[src/rtl/chs_pkg.sv]
package chs_pkg;
  localparam int TCYL_W    = 10;
  localparam int THEAD_W   = 8;
  localparam int TSEC_W    = 6;
  localparam int CYL_LIMIT = 1024;

  typedef struct packed {
    logic [TCYL_W-1:0]  cyl;
    logic [THEAD_W-1:0] head;
    logic [TSEC_W-1:0]  sec;
  } xreq_t;
endpackage

[src/rtl/chs_nsel.sv]
module chs_nsel #(
  parameter int CYL_W  = 16,
  parameter int HEAD_W = 5,
  parameter int SMAX   = 6,
  parameter int SH_W   = 3,
  parameter int XH_W   = 11
) (
  input  logic [CYL_W-1:0]  cyls,
  input  logic [HEAD_W-1:0] heads,
  output logic [SH_W-1:0]   shift,
  output logic [CYL_W-1:0]  xcyls,
  output logic [XH_W-1:0]   xheads
);
  import chs_pkg::*;

  // smallest shift whose quotient fits the translated cylinder limit
  always_comb begin
    shift = SH_W'(SMAX);
    for (int s = SMAX; s >= 0; s--) begin
      if (32'(cyls >> s) <= 32'(CYL_LIMIT)) shift = SH_W'(s);
    end
  end

  assign xcyls  = cyls >> shift;
  assign xheads = XH_W'(heads) << shift;
endmodule

[src/rtl/chs_headsplit.sv]
module chs_headsplit #(
  parameter int HEAD_W = 5,
  parameter int SMAX   = 6,
  parameter int XH_W   = 11
) (
  input  logic [7:0]        head,
  input  logic [HEAD_W-1:0] heads,
  output logic [SMAX-1:0]   quo,
  output logic [HEAD_W-1:0] rem
);
  logic [XH_W-1:0] r_work;
  logic [XH_W-1:0] d_work;

  // restoring division: quotient is below 2^SMAX for any in-range head
  always_comb begin
    r_work = XH_W'(head);
    d_work = '0;
    quo    = '0;
    for (int i = SMAX - 1; i >= 0; i--) begin
      d_work = XH_W'(heads) << i;
      if (r_work >= d_work) begin
        r_work = r_work - d_work;
        quo[i] = 1'b1;
      end
    end
    rem = HEAD_W'(r_work);
  end
endmodule

[src/rtl/chs_lba.sv]
module chs_lba #(
  parameter int CYL_W  = 16,
  parameter int HEAD_W = 5,
  parameter int SPT_W  = 6,
  parameter int LBA_W  = 28
) (
  input  logic [CYL_W-1:0]  cyl,
  input  logic [HEAD_W-2:0] head,
  input  logic [5:0]        sec,
  input  logic [HEAD_W-1:0] heads,
  input  logic [SPT_W-1:0]  spt,
  output logic [LBA_W-1:0]  lba
);
  logic [LBA_W-1:0] track;

  assign track = LBA_W'(cyl) * LBA_W'(heads) + LBA_W'(head);
  assign lba   = track * LBA_W'(spt) + LBA_W'(sec) - LBA_W'(1);
endmodule

[src/rtl/chs_xlate.sv]
module chs_xlate #(
  parameter int CYL_W  = 16,
  parameter int HEAD_W = 5,
  parameter int SPT_W  = 6,
  parameter int LBA_W  = 28,
  localparam int SMAX  = CYL_W - 10,
  localparam int SH_W  = $clog2(SMAX + 1),
  localparam int XH_W  = HEAD_W + SMAX
) (
  input  logic              clk,
  input  logic              rst_n,
  input  logic [CYL_W-1:0]  cfg_cyls,
  input  logic [HEAD_W-1:0] cfg_heads,
  input  logic [SPT_W-1:0]  cfg_spt,
  output logic [SH_W-1:0]   n_shift,
  output logic [CYL_W-1:0]  xlt_cyls,
  output logic [XH_W-1:0]   xlt_heads,
  input  logic              in_valid,
  output logic              in_ready,
  input  logic [9:0]        in_cyl,
  input  logic [7:0]        in_head,
  input  logic [5:0]        in_sec,
  output logic              out_valid,
  input  logic              out_ready,
  output logic              out_oor,
  output logic [CYL_W-1:0]  out_cyl,
  output logic [HEAD_W-2:0] out_head,
  output logic [5:0]        out_sec,
  output logic [LBA_W-1:0]  out_lba
);
  import chs_pkg::*;

  xreq_t req;
  assign req = '{cyl: in_cyl, head: in_head, sec: in_sec};

  chs_nsel #(.CYL_W(CYL_W), .HEAD_W(HEAD_W), .SMAX(SMAX), .SH_W(SH_W), .XH_W(XH_W)) u_nsel (
    .cyls(cfg_cyls), .heads(cfg_heads), .shift(n_shift), .xcyls(xlt_cyls), .xheads(xlt_heads)
  );

  logic [SMAX-1:0]   fold;
  logic [HEAD_W-1:0] rem;
  chs_headsplit #(.HEAD_W(HEAD_W), .SMAX(SMAX), .XH_W(XH_W)) u_split (
    .head(req.head), .heads(cfg_heads), .quo(fold), .rem(rem)
  );

  // stage-1 combinational: range test and cylinder fold
  logic             bad_c;
  logic [CYL_W-1:0] ecyl_c;
  assign bad_c = (req.sec == '0) || (32'(req.sec) > 32'(cfg_spt)) ||
                 (32'(req.cyl) >= 32'(xlt_cyls)) || (32'(req.head) >= 32'(xlt_heads));
  assign ecyl_c = CYL_W'((32'(req.cyl) << n_shift) + 32'(fold));

  logic              s1_v, s1_oor;
  logic [CYL_W-1:0]  s1_cyl;
  logic [HEAD_W-2:0] s1_head;
  logic [5:0]        s1_sec;
  logic              s1_adv, s2_adv;

  assign s2_adv   = !out_valid || out_ready;
  assign s1_adv   = !s1_v || s2_adv;
  assign in_ready = s1_adv;

  always_ff @(posedge clk) begin
    if (!rst_n) begin
      s1_v    <= 1'b0;
      s1_oor  <= 1'b0;
      s1_cyl  <= '0;
      s1_head <= '0;
      s1_sec  <= '0;
    end else if (s1_adv) begin
      s1_v <= in_valid;
      if (in_valid) begin
        s1_oor  <= bad_c;
        s1_cyl  <= bad_c ? '0 : ecyl_c;
        s1_head <= bad_c ? '0 : rem[HEAD_W-2:0];
        s1_sec  <= bad_c ? '0 : req.sec;
      end
    end
  end

  logic [LBA_W-1:0] lba_c;
  chs_lba #(.CYL_W(CYL_W), .HEAD_W(HEAD_W), .SPT_W(SPT_W), .LBA_W(LBA_W)) u_lba (
    .cyl(s1_cyl), .head(s1_head), .sec(s1_sec), .heads(cfg_heads), .spt(cfg_spt), .lba(lba_c)
  );

  always_ff @(posedge clk) begin
    if (!rst_n) begin
      out_valid <= 1'b0;
      out_oor   <= 1'b0;
      out_cyl   <= '0;
      out_head  <= '0;
      out_sec   <= '0;
      out_lba   <= '0;
    end else if (s2_adv) begin
      out_valid <= s1_v;
      if (s1_v) begin
        out_oor  <= s1_oor;
        out_cyl  <= s1_cyl;
        out_head <= s1_head;
        out_sec  <= s1_sec;
        out_lba  <= s1_oor ? '0 : lba_c;
      end
    end
  end

  // shift is enough to reach the cylinder limit
  assert_shift_fits_R1: assert property (@(posedge clk) disable iff (!rst_n)
    32'(cfg_cyls >> n_shift) <= 32'(CYL_LIMIT));
  // shift is the smallest that works
  assert_shift_min_R1: assert property (@(posedge clk) disable iff (!rst_n)
    (n_shift != '0) |-> (32'(cfg_cyls >> (n_shift - 1'b1)) > 32'(CYL_LIMIT)));
  assert_stall_hold_R7: assert property (@(posedge clk) disable iff (!rst_n)
    (out_valid && !out_ready) |=> (out_valid && $stable(out_lba) && $stable(out_cyl) &&
                                   $stable(out_head) && $stable(out_sec) && $stable(out_oor)));
  assert_oor_zero_R6: assert property (@(posedge clk) disable iff (!rst_n)
    (out_valid && out_oor) |-> (out_lba == '0 && out_cyl == '0 && out_head == '0 && out_sec == '0));
  assert_head_mod_R3: assert property (@(posedge clk) disable iff (!rst_n)
    (out_valid && !out_oor) |-> (32'(out_head) < 32'(cfg_heads)));
  assert_cyl_bound_R2: assert property (@(posedge clk) disable iff (!rst_n)
    (out_valid && !out_oor) |-> (out_cyl < cfg_cyls));
  assert_sec_pass_R4: assert property (@(posedge clk) disable iff (!rst_n)
    (out_valid && !out_oor) |-> (out_sec != '0 && 32'(out_sec) <= 32'(cfg_spt)));
endmodule

[config.mk]
export PLATFORM = sky130hd
export DESIGN_NAME = chs_xlate
export DESIGN_NICKNAME = d
export VERILOG_FILES = /design/src/rtl/chs_pkg.sv /design/src/rtl/chs_nsel.sv /design/src/rtl/chs_headsplit.sv /design/src/rtl/chs_lba.sv /design/src/rtl/chs_xlate.sv
export SDC_FILE = /design/constraint.sdc
export NUM_CORES = 1
export LEC_CHECK = 0
export CAP_MARGIN = 30
export CORE_MARGIN = 8
export CORE_UTILIZATION = 60
export DETAILED_ROUTE_END_ITERATION = 10
export PLACE_DENSITY_LB_ADDON = 0.12
export SYNTH_ARGS = -nofsm -noshare
export SYNTH_HDL_FRONTEND = slang
export SYNTH_SLANG_ARGS = --single-unit
[constraint.sdc]
create_clock -name clk -period 21.9 [get_ports clk]
set_input_delay 4.38 -clock clk [delete_from_list [all_inputs] [get_ports clk]]
set_output_delay 4.38 -clock clk [all_outputs]
set_load 0.05 [all_outputs]
==> results of run 1 <==
## power groups by stage
stage	sequential [W]	clock [W]	combinational [W]
final	0.000197	0.000169	0.00224
after global placement	0.000200	0	0.00219
after detailed placement	0.000200	0	0.00224
after floorplan	0.000240	0	0.00178
after global routing	0.000200	0.000180	0.00257
after CTS	0.000197	0.000172	0.00226
## synthesized netlist by cell type, drive strengths merged, types with 20 or more instances
| cell | count |
|---|---|
| nor2 | 72 |
| dfxtp | 84 |
| a21oi | 62 |
| fa | 142 |
| clkbuf | 47 |
| xnor2 | 39 |
| a22oi | 31 |
| inv | 199 |
| nor2b | 47 |
| and2 | 118 |
| a21o | 34 |
| o21a | 23 |
| o21ai | 59 |
| ha | 179 |
| a21boi | 40 |
| nand3 | 27 |
| buf | 20 |
| nand2b | 20 |
| nor3 | 26 |
| mux2i | 41 |
| nand2 | 254 |
| xor2 | 21 |
## placed cells by master (no fill, tap or decap), types with 5 or more instances in the layout
master,n
sky130_fd_sc_hd__a22oi_1,30
sky130_fd_sc_hd__xnor2_1,39
sky130_fd_sc_hd__mux2i_1,41
sky130_fd_sc_hd__nand2b_1,19
sky130_fd_sc_hd__a21o_1,34
sky130_fd_sc_hd__clkdlybuf4s50_1,135
sky130_fd_sc_hd__nor4_1,5
sky130_fd_sc_hd__o41ai_1,5
sky130_fd_sc_hd__nor2b_1,46
sky130_fd_sc_hd__o211ai_1,9
sky130_fd_sc_hd__a211oi_1,5
sky130_fd_sc_hd__a31oi_1,15
sky130_fd_sc_hd__a21boi_0,39
sky130_fd_sc_hd__mux2_2,11
sky130_fd_sc_hd__clkbuf_16,9
sky130_fd_sc_hd__inv_1,196
sky130_fd_sc_hd__o31ai_1,9
sky130_fd_sc_hd__nand3b_1,9
sky130_fd_sc_hd__nor2_1,72
sky130_fd_sc_hd__o21a_1,23
sky130_fd_sc_hd__fa_1,142
sky130_fd_sc_hd__nand2_1,253
sky130_fd_sc_hd__nand3_1,27
sky130_fd_sc_hd__or3_1,7
sky130_fd_sc_hd__o21ai_0,56
sky130_fd_sc_hd__xor2_1,21
sky130_fd_sc_hd__ha_1,179
sky130_fd_sc_hd__and3_1,10
sky130_fd_sc_hd__nand4_1,7
sky130_fd_sc_hd__nor3_1,22
sky130_fd_sc_hd__a21oi_1,62
sky130_fd_sc_hd__dfxtp_1,84
sky130_fd_sc_hd__buf_4,10
sky130_fd_sc_hd__o2111ai_1,5
sky130_fd_sc_hd__and2_1,118
sky130_fd_sc_hd__or2_2,9
sky130_fd_sc_hd__o21bai_1,7
sky130_fd_sc_hd__conb_1,5
## worst max path at each step
stage / startpoint / to / slack (ns)
finish: cfg_heads[2] / s1_cyl[9] / 2.96
global route: cfg_heads[2] / s1_cyl[15] / 1.72
CTS: cfg_heads[2] / s1_cyl[9] / 3.05
detailed placement: cfg_heads[2] / s1_cyl[9] / 2.71
global placement: cfg_heads[2] / s1_cyl[15] / 3.09
floorplan: cfg_heads[2] / s1_cyl[8] / 5.23
## area by class of cell
type | instances | area [um2] | area share
clock inverters | 7 | 93.8 | 0.00573
well taps | 324 | 405 | 0.0248
inverters | 199 | 749 | 0.0458
repair buffers | 146 | 1430 | 0.0875
flip-flops and latches | 84 | 1680 | 0.103
clock buffers | 9 | 225 | 0.0138
multi-input cells | 1416 | 11800 | 0.720
## flip-flops by register name, indices dropped and copies added (netlist names), 4 cells and up
register	cells
out_lba	28
out_cyl	16
s1_cyl	16
out_sec	6
s1_sec	6
out_head	4
s1_head	4
## cell families (layout without fill, tap and decap cells)
kind of cell               Yosys count  count (layout)
and+or+nand+nor                    634             634
AOI/OAI and AO/OA                  343             343
adders and majority gates          321             321
buffers and inverters              266             361
DFF                                 84              84
xor gates and xnor gates            60              60
muxes                               53              53
other                                1               5
## worst min-delay path: cells and delay by family (launching register included)
kind	cells	cell delay, ns
AND/OR/NAND/NOR	1	0.05
AO/OA/AOI/OAI	1	0.06
flip-flops	1	0.31
## layer usage
| metal | routed length (um) | vias up | global-route usage |
|---|---|---|---|
| met2 | 17300 | 286 | 0.438 |
| met1 | 15900 | 5960 | 0.306 |
| met4 | 835 | 0 | 0.0775 |
| met5 | 0 | - | 0 |
| met3 | 1770 | 52 | 0.0376 |
| li1 | - | 6119 | - |
## metrics by stage
stage | power [W] | cell area (um2) | hold slack, ns
after detailed placement | 0.00244 | 16000 | 0.458
after global placement | 0.00239 | 16000 | 0.450
after floorplan | 0.00202 | 14500 | 0.452
after CTS | 0.00262 | 16400 | 0.467
after global routing | 0.00295 | 16400 | 0.480
final | 0.00261 | 16400 | 0.465
==> impl_metrics.py, run 1 <==
metrics = {
    "setup_path": {
        "r2r_end": "out_lba[24]",
        "r2r.worst_path.cells": 32,
        "timing.critical_path.max_delay_family": "compound AO/OA/AOI/OAI gates",
        "cp_max_fo": 18,
        "cpMostUsedCell": "sky130_fd_sc_hd__ha_1",
        "timing.rr.start": "s1_cyl[0]",
        "cp-start-kind": "input port",
        "critical_path_cell_count": 63,
        "timing.critical_path.arrival_ns": 19.19,
        "critical_path.endpoint_type": "flip-flop",
        "slowest_delay_ns": 0.93,
        "critical_path_class": "in -> reg",
        "cp.buffers_inverters": 6,
        "cp_slowest_cell": "sky130_fd_sc_hd__clkdlybuf4s50_1",
        "cp.required_ns": 22.15,
        "ff2ff_setup_slack_ns": 12.21,
    },
    "final_layout": {
        "synth_to_layout_area_growth_pct": 13.1,
        "final_cells": 2185,
        "final_nets": 2232,
        "insertedDiodeCount": 0,
        "drive_gt1_frac": 0.0414,
        "post-route-util": 0.683,
        "num-fill-cells": 2017,
    },
    "sta": {
        "finalClockSkew_ns": 0.0157,
        "rsz0062_at_grt": "no",
        "finalMaxSlewViolations": 0,
        "achievable-frequency_ghz": 0.0528,
        "final.setup.tns_ns": 0,
        "hold_viol_final": 0,
        "share_of_the_clock_period_used_by_the_worst_path": 0.865,
        "tightest_slew_ns": 0.964,
        "slew_headroom": 0.358,
        "final.setup.worst_slack_ns": 2.96,
        "final-setup-viol-count": 0,
        "layout_min_cycle_time_ns": 18.94,
    },
    "synth": {
        "synth.area.top_cells": "sky130_fd_sc_hd__fa_1 (20%), sky130_fd_sc_hd__ha_1 (15%), sky130_fd_sc_hd__dfxtp_1 (12%)",
        "yosysWarningCount": 0,
        "yosys.area.top_type": "sky130_fd_sc_hd__fa_1",
        "post-synth-top-area-fraction": 0.197,
        "syn_area_cell_um2": 8.21,
        "parity_gate_share_of_the_synthesized_area_counting_xor_and_xnor_cells": 0.0363,
        "yosys_most_used_dff": "sky130_fd_sc_hd__dfxtp_1",
        "synth-adder-area-share": 0.351,
        "synth_cell_types": 85,
        "synthesized_area_fraction_occupied_by_ao_oa_aoi_and_oai_cells": 0.164,
        "synth_top_family_by_area": "adder cells",
        "number_of_enable_type_register_cells_in_the_synthesized_netlist": 0,
        "synthMuxAreaShare": 0.0380,
        "fraction_of_the_yosys_area_taken_by_sequential_cells": 0.116,
        "netlist_area_um2": 14500,
        "synth_async_sr_flop_share": 0,
        "synthSimpleGateAreaFrac": 0.222,
        "postSynthCellCount": 1762,
        "ys_seq_elements": 84,
    },
    "power_and_ir_drop": {
        "power.clock.fraction": 0.065,
        "switching_power_w": 0.00135,
        "leakage_nw": 7.77,
        "p_per_cell_area_nw_per_um2": 159,
        "internal_power_component_w": 0.00125,
        "power.share.sequential": 0.075,
        "power_switching_share": 0.520,
        "comb_power_share": 0.860,
        "peakVddDrop_mv": 0.174,
    },
    "detailed_routing": {
        "wirelength_um": 35800,
        "avgRoutedWirePerCell_um": 16.4,
        "drtIter0Drc": 562,
        "route.antenna.remaining_nets": 0,
        "route.vias.total": 12417,
        "drcViolationCount": 0,
        "via_per_inst": 5.68,
        "drt-pass1-iter-count": 6,
    },
    "floorplan": {
        "core_region_area_um2": 24000,
        "vertical_extent_of_the_die_um": 171,
        "io-pin-count": 142,
        "rows": 57,
        "die_width_um": 171,
        "fp.dieArea_um2": 29300,
        "floorplan.initialDensity": 0.604,
    },
    "clocking": {
        "clock_latency_ns": 0.37,
        "cts.repair.resized": 0,
        "number_of_buffers_added_for_setup_after_cts": 0,
        "cts_hold_buffers": 0,
        "tritoncts": "built",
        "cts_num_sinks": 84,
        "cts_made_buffers": 9,
        "clock_tree.buffer_depth": 2,
        "cts.root.buffer_cell": "sky130_fd_sc_hd__clkbuf_16",
        "htree_levels": 3,
        "worst_setup_hold_path_clk_slew_ns": 0.07,
    },
    "place": {
        "place_inst": 2169,
        "dp_slack_ns": 2.71,
        "globalplace.congestion": 0.913,
        "buffers_on_ports": 136,
        "dp_hpwl_um": 29200,
    },
    "global_route": {
        "largest_net_degree_at_the_start_of_global_routing": 51,
        "groute.usage.overall": 0.248,
        "grt_antenna_before_repair": 0,
        "first_pass_grt_wire_length_um": 59700,
        "overflow": 0,
        "number_of_global_route_vias_before_repair": 12493,
    },
    "flow_run": {
        "drv_cap": 0,
    },
    "min_path": {
        "hold_path_depth": 2,
        "min-delay-path-class": "reg -> reg",
        "worst_hold_startpoint": "out_lba[18]",
        "min_delay_worst_endpoint": "out_lba[18]",
    },
    "outcome": {
        "status": "completed",
    },
}
Note: power is estimated with default switching activity, not from simulation.
==> inputs of run 2 (changes only) <==
- CORE_MARGIN: 8 -> 2
==> run 2 against run 1 <==
Compared with the run above:
- first-iteration DRC count decreased by 3.9%
- worst setup slack improved by 0.035 ns
- critical path type unchanged
- clock-buffer cell count did not move
- wire length decreased by 1.6%
- highest routed layer unchanged
- sequential share of layout area hardly changed
- cell area grew 0.12%
- largest power group unchanged
- sequential power is essentially flat
- register-to-register slack worse by 0.05 ns
- total power increased by 1.3%
- largest cell class unchanged
- die area is 14% lower
- global-route usage is 3.1 points higher
==> impl_metrics.py, run 2 (synthesis gave the netlist of run 1 again) <==
metrics = {
    "outcome": {
        "status": "completed",
    },
    "detailed_routing": {
        "route.vias.total": 12577,
        "avgRoutedWirePerCell_um": 16.2,
        "via_per_inst": 5.77,
        "wirelength_um": 35200,
        "drcViolationCount": 0,
        "met1Wirelength_um": 15700,
        "drtIter0Drc": 540,
        "route.top_layer_used": "met4",
        "drt-pass1-iter-count": 6,
        "met3_wirelength_um": 1620,
        "wl_met2_um": 17300,
        "route.antenna.remaining_nets": 0,
    },
    "power_and_ir_drop": {
        "power.share.sequential": 0.075,
        "switching_power_w": 0.00137,
        "p_per_cell_area_nw_per_um2": 161,
        "comb_power_share": 0.854,
        "power_switching_share": 0.517,
        "leakage_nw": 7.79,
        "p_total_w": 0.00264,
        "internal_power_component_w": 0.00127,
        "peakVddDrop_mv": 0.150,
        "power.clock.fraction": 0.072,
    },
    "setup_path": {
        "cp_slowest_cell": "sky130_fd_sc_hd__clkdlybuf4s50_1",
        "cp.required_ns": 22.14,
        "timing.critical_path.max_delay_family": "compound AO/OA/AOI/OAI gates",
        "cp-start-kind": "input port",
        "crit_path_end": "s1_cyl[9]",
        "critical_path.endpoint_type": "flip-flop",
        "r2r.worst_path.cells": 34,
        "critical_path.startpoint": "cfg_heads[2]",
        "slowest_delay_ns": 0.98,
        "cp_max_fo": 18,
        "ff2ff_setup_slack_ns": 12.16,
        "cp.buffers_inverters": 7,
        "critical_path_class": "in -> reg",
        "critical_path_cell_count": 65,
        "timing.rr.start": "s1_cyl[2]",
        "r2r_end": "out_lba[24]",
        "timing.critical_path.arrival_ns": 19.15,
    },
    "global_route": {
        "groute.usage.overall": 0.279,
        "first_pass_grt_wire_length_um": 59300,
        "number_of_global_route_vias_before_repair": 12449,
        "overflow": 0,
        "grt_antenna_before_repair": 0,
        "largest_net_degree_at_the_start_of_global_routing": 59,
    },
    "final_layout": {
        "synth_to_layout_area_growth_pct": 13.3,
        "num-fill-cells": 1969,
        "largest_register_ffs": 28,
        "final_nets": 2231,
        "final_cells": 2179,
        "drive_gt1_frac": 0.0409,
        "mostFrequentLayoutCells": "sky130_fd_sc_hd__nand2_1 (253), sky130_fd_sc_hd__inv_1 (196), sky130_fd_sc_hd__ha_1 (179)",
        "layout.cells.most_common": "sky130_fd_sc_hd__nand2_1",
        "multi_input_comb_area_um2": 11800,
        "reg.largest.list": "out_lba (28), out_cyl (16), s1_cyl (16)",
        "layout.area.seq_um2": 1680,
        "top_register": "out_lba",
        "insertedDiodeCount": 0,
    },
    "sta": {
        "hold_viol_final": 0,
        "rsz0062_at_grt": "no",
        "slew_headroom": 0.365,
        "finalClockSkew_ns": 0.0159,
        "finalMaxSlewViolations": 0,
        "tightest_slew_ns": 0.950,
        "layout_min_cycle_time_ns": 18.91,
        "finalHoldWorstSlack_ns": 0.460,
        "final-setup-viol-count": 0,
        "achievable-frequency_ghz": 0.0529,
        "share_of_the_clock_period_used_by_the_worst_path": 0.863,
        "final.setup.tns_ns": 0,
    },
    "floorplan": {
        "floorplan.initialDensity": 0.614,
        "vertical_extent_of_the_die_um": 159,
        "die_width_um": 159,
        "core_region_area_um2": 23500,
        "rows": 56,
        "io-pin-count": 142,
        "fp.dieArea_um2": 25400,
    },
    "flow_run": {
        "drv_cap": 0,
    },
    "place": {
        "buffers_on_ports": 136,
        "place_inst": 2163,
        "dp_hpwl_um": 28000,
        "globalplace.congestion": 0.910,
    },
    "min_path": {
        "min-delay-path-class": "reg -> reg",
    },
    "clocking": {
        "cts_num_sinks": 84,
        "cts_made_buffers": 9,
        "cts.repair.resized": 0,
        "cts_hold_buffers": 0,
        "clock_latency_ns": 0.36,
        "htree_levels": 3,
        "tritoncts": "built",
        "worst_setup_hold_path_clk_slew_ns": 0.07,
        "number_of_buffers_added_for_setup_after_cts": 0,
        "clock_tree.buffer_depth": 2,
        "cts.root.buffer_cell": "sky130_fd_sc_hd__clkbuf_16",
    },
}
-- run 2: cell types whose count changed in the layout (fill, tap and decap cells not counted), sizes merged --
cell / delta
bufinv: +2
buf: -1
clkinv: -1
clkinvlp: -1
-- run 2: metal layers --
layer	vias up	GRT usage
met2	324	0.503
met4	0	0.0806
met5	-	0
met3	52	0.0276
met1	6079	0.354
li1	6122	-
-- run 2: area by class of cell --
type / count / share of cell area
multi-input cells: 1416 / 0.719
flip-flops and latches: 84 / 0.103
repair buffers: 145 / 0.0869
inverters: 199 / 0.0457
well taps: 319 / 0.0244
clock buffers: 9 / 0.0137
clock inverters: 7 / 0.00779
-- run 2: power groups by stage --
stage                     Sequential [W]  Clock [W]  Combinational (W)
after floorplan                 0.000240          0            0.00178
after global placement          0.000200          0            0.00218
after detailed placement        0.000200          0            0.00225
after CTS                       0.000197   0.000191            0.00226
after global routing            0.000200   0.000196            0.00255
final                           0.000197   0.000189            0.00225
-- run 2: worst reg2reg max path: cells and delay by family (launching register included) --
family                   cells  cell delay [ns]
XOR/XNOR                     2             0.33
flip-flops                   1             0.50
AO/OA/AOI/OAI               13             3.66
adder cells (fa/ha/maj)      9             3.93
buffers and inverters        4             0.22
AND/OR/NAND/NOR              6             0.99
-- run 2: metrics by stage --
step	area [um2]	util	setup slack, ns
after floorplan	14500	-	5.23
after global placement	16000	0.681	3.14
after detailed placement	16000	0.681	2.76
after CTS	16400	0.696	3.08
after global routing	16400	0.696	1.75
final	16400	0.696	2.99
-- run 2: worst min path at each step --
stage	from	to	cells after the start
2_1_floorplan	s1_head[0]	s1_head[0]	2
3_3_place_gp	out_cyl[8]	out_cyl[8]	2
3_5_place_dp	out_cyl[11]	out_cyl[11]	2
4_1_cts	out_cyl[11]	out_cyl[11]	2
5_1_grt	out_cyl[1]	out_cyl[1]	2
6_report	out_cyl[13]	out_cyl[13]	2
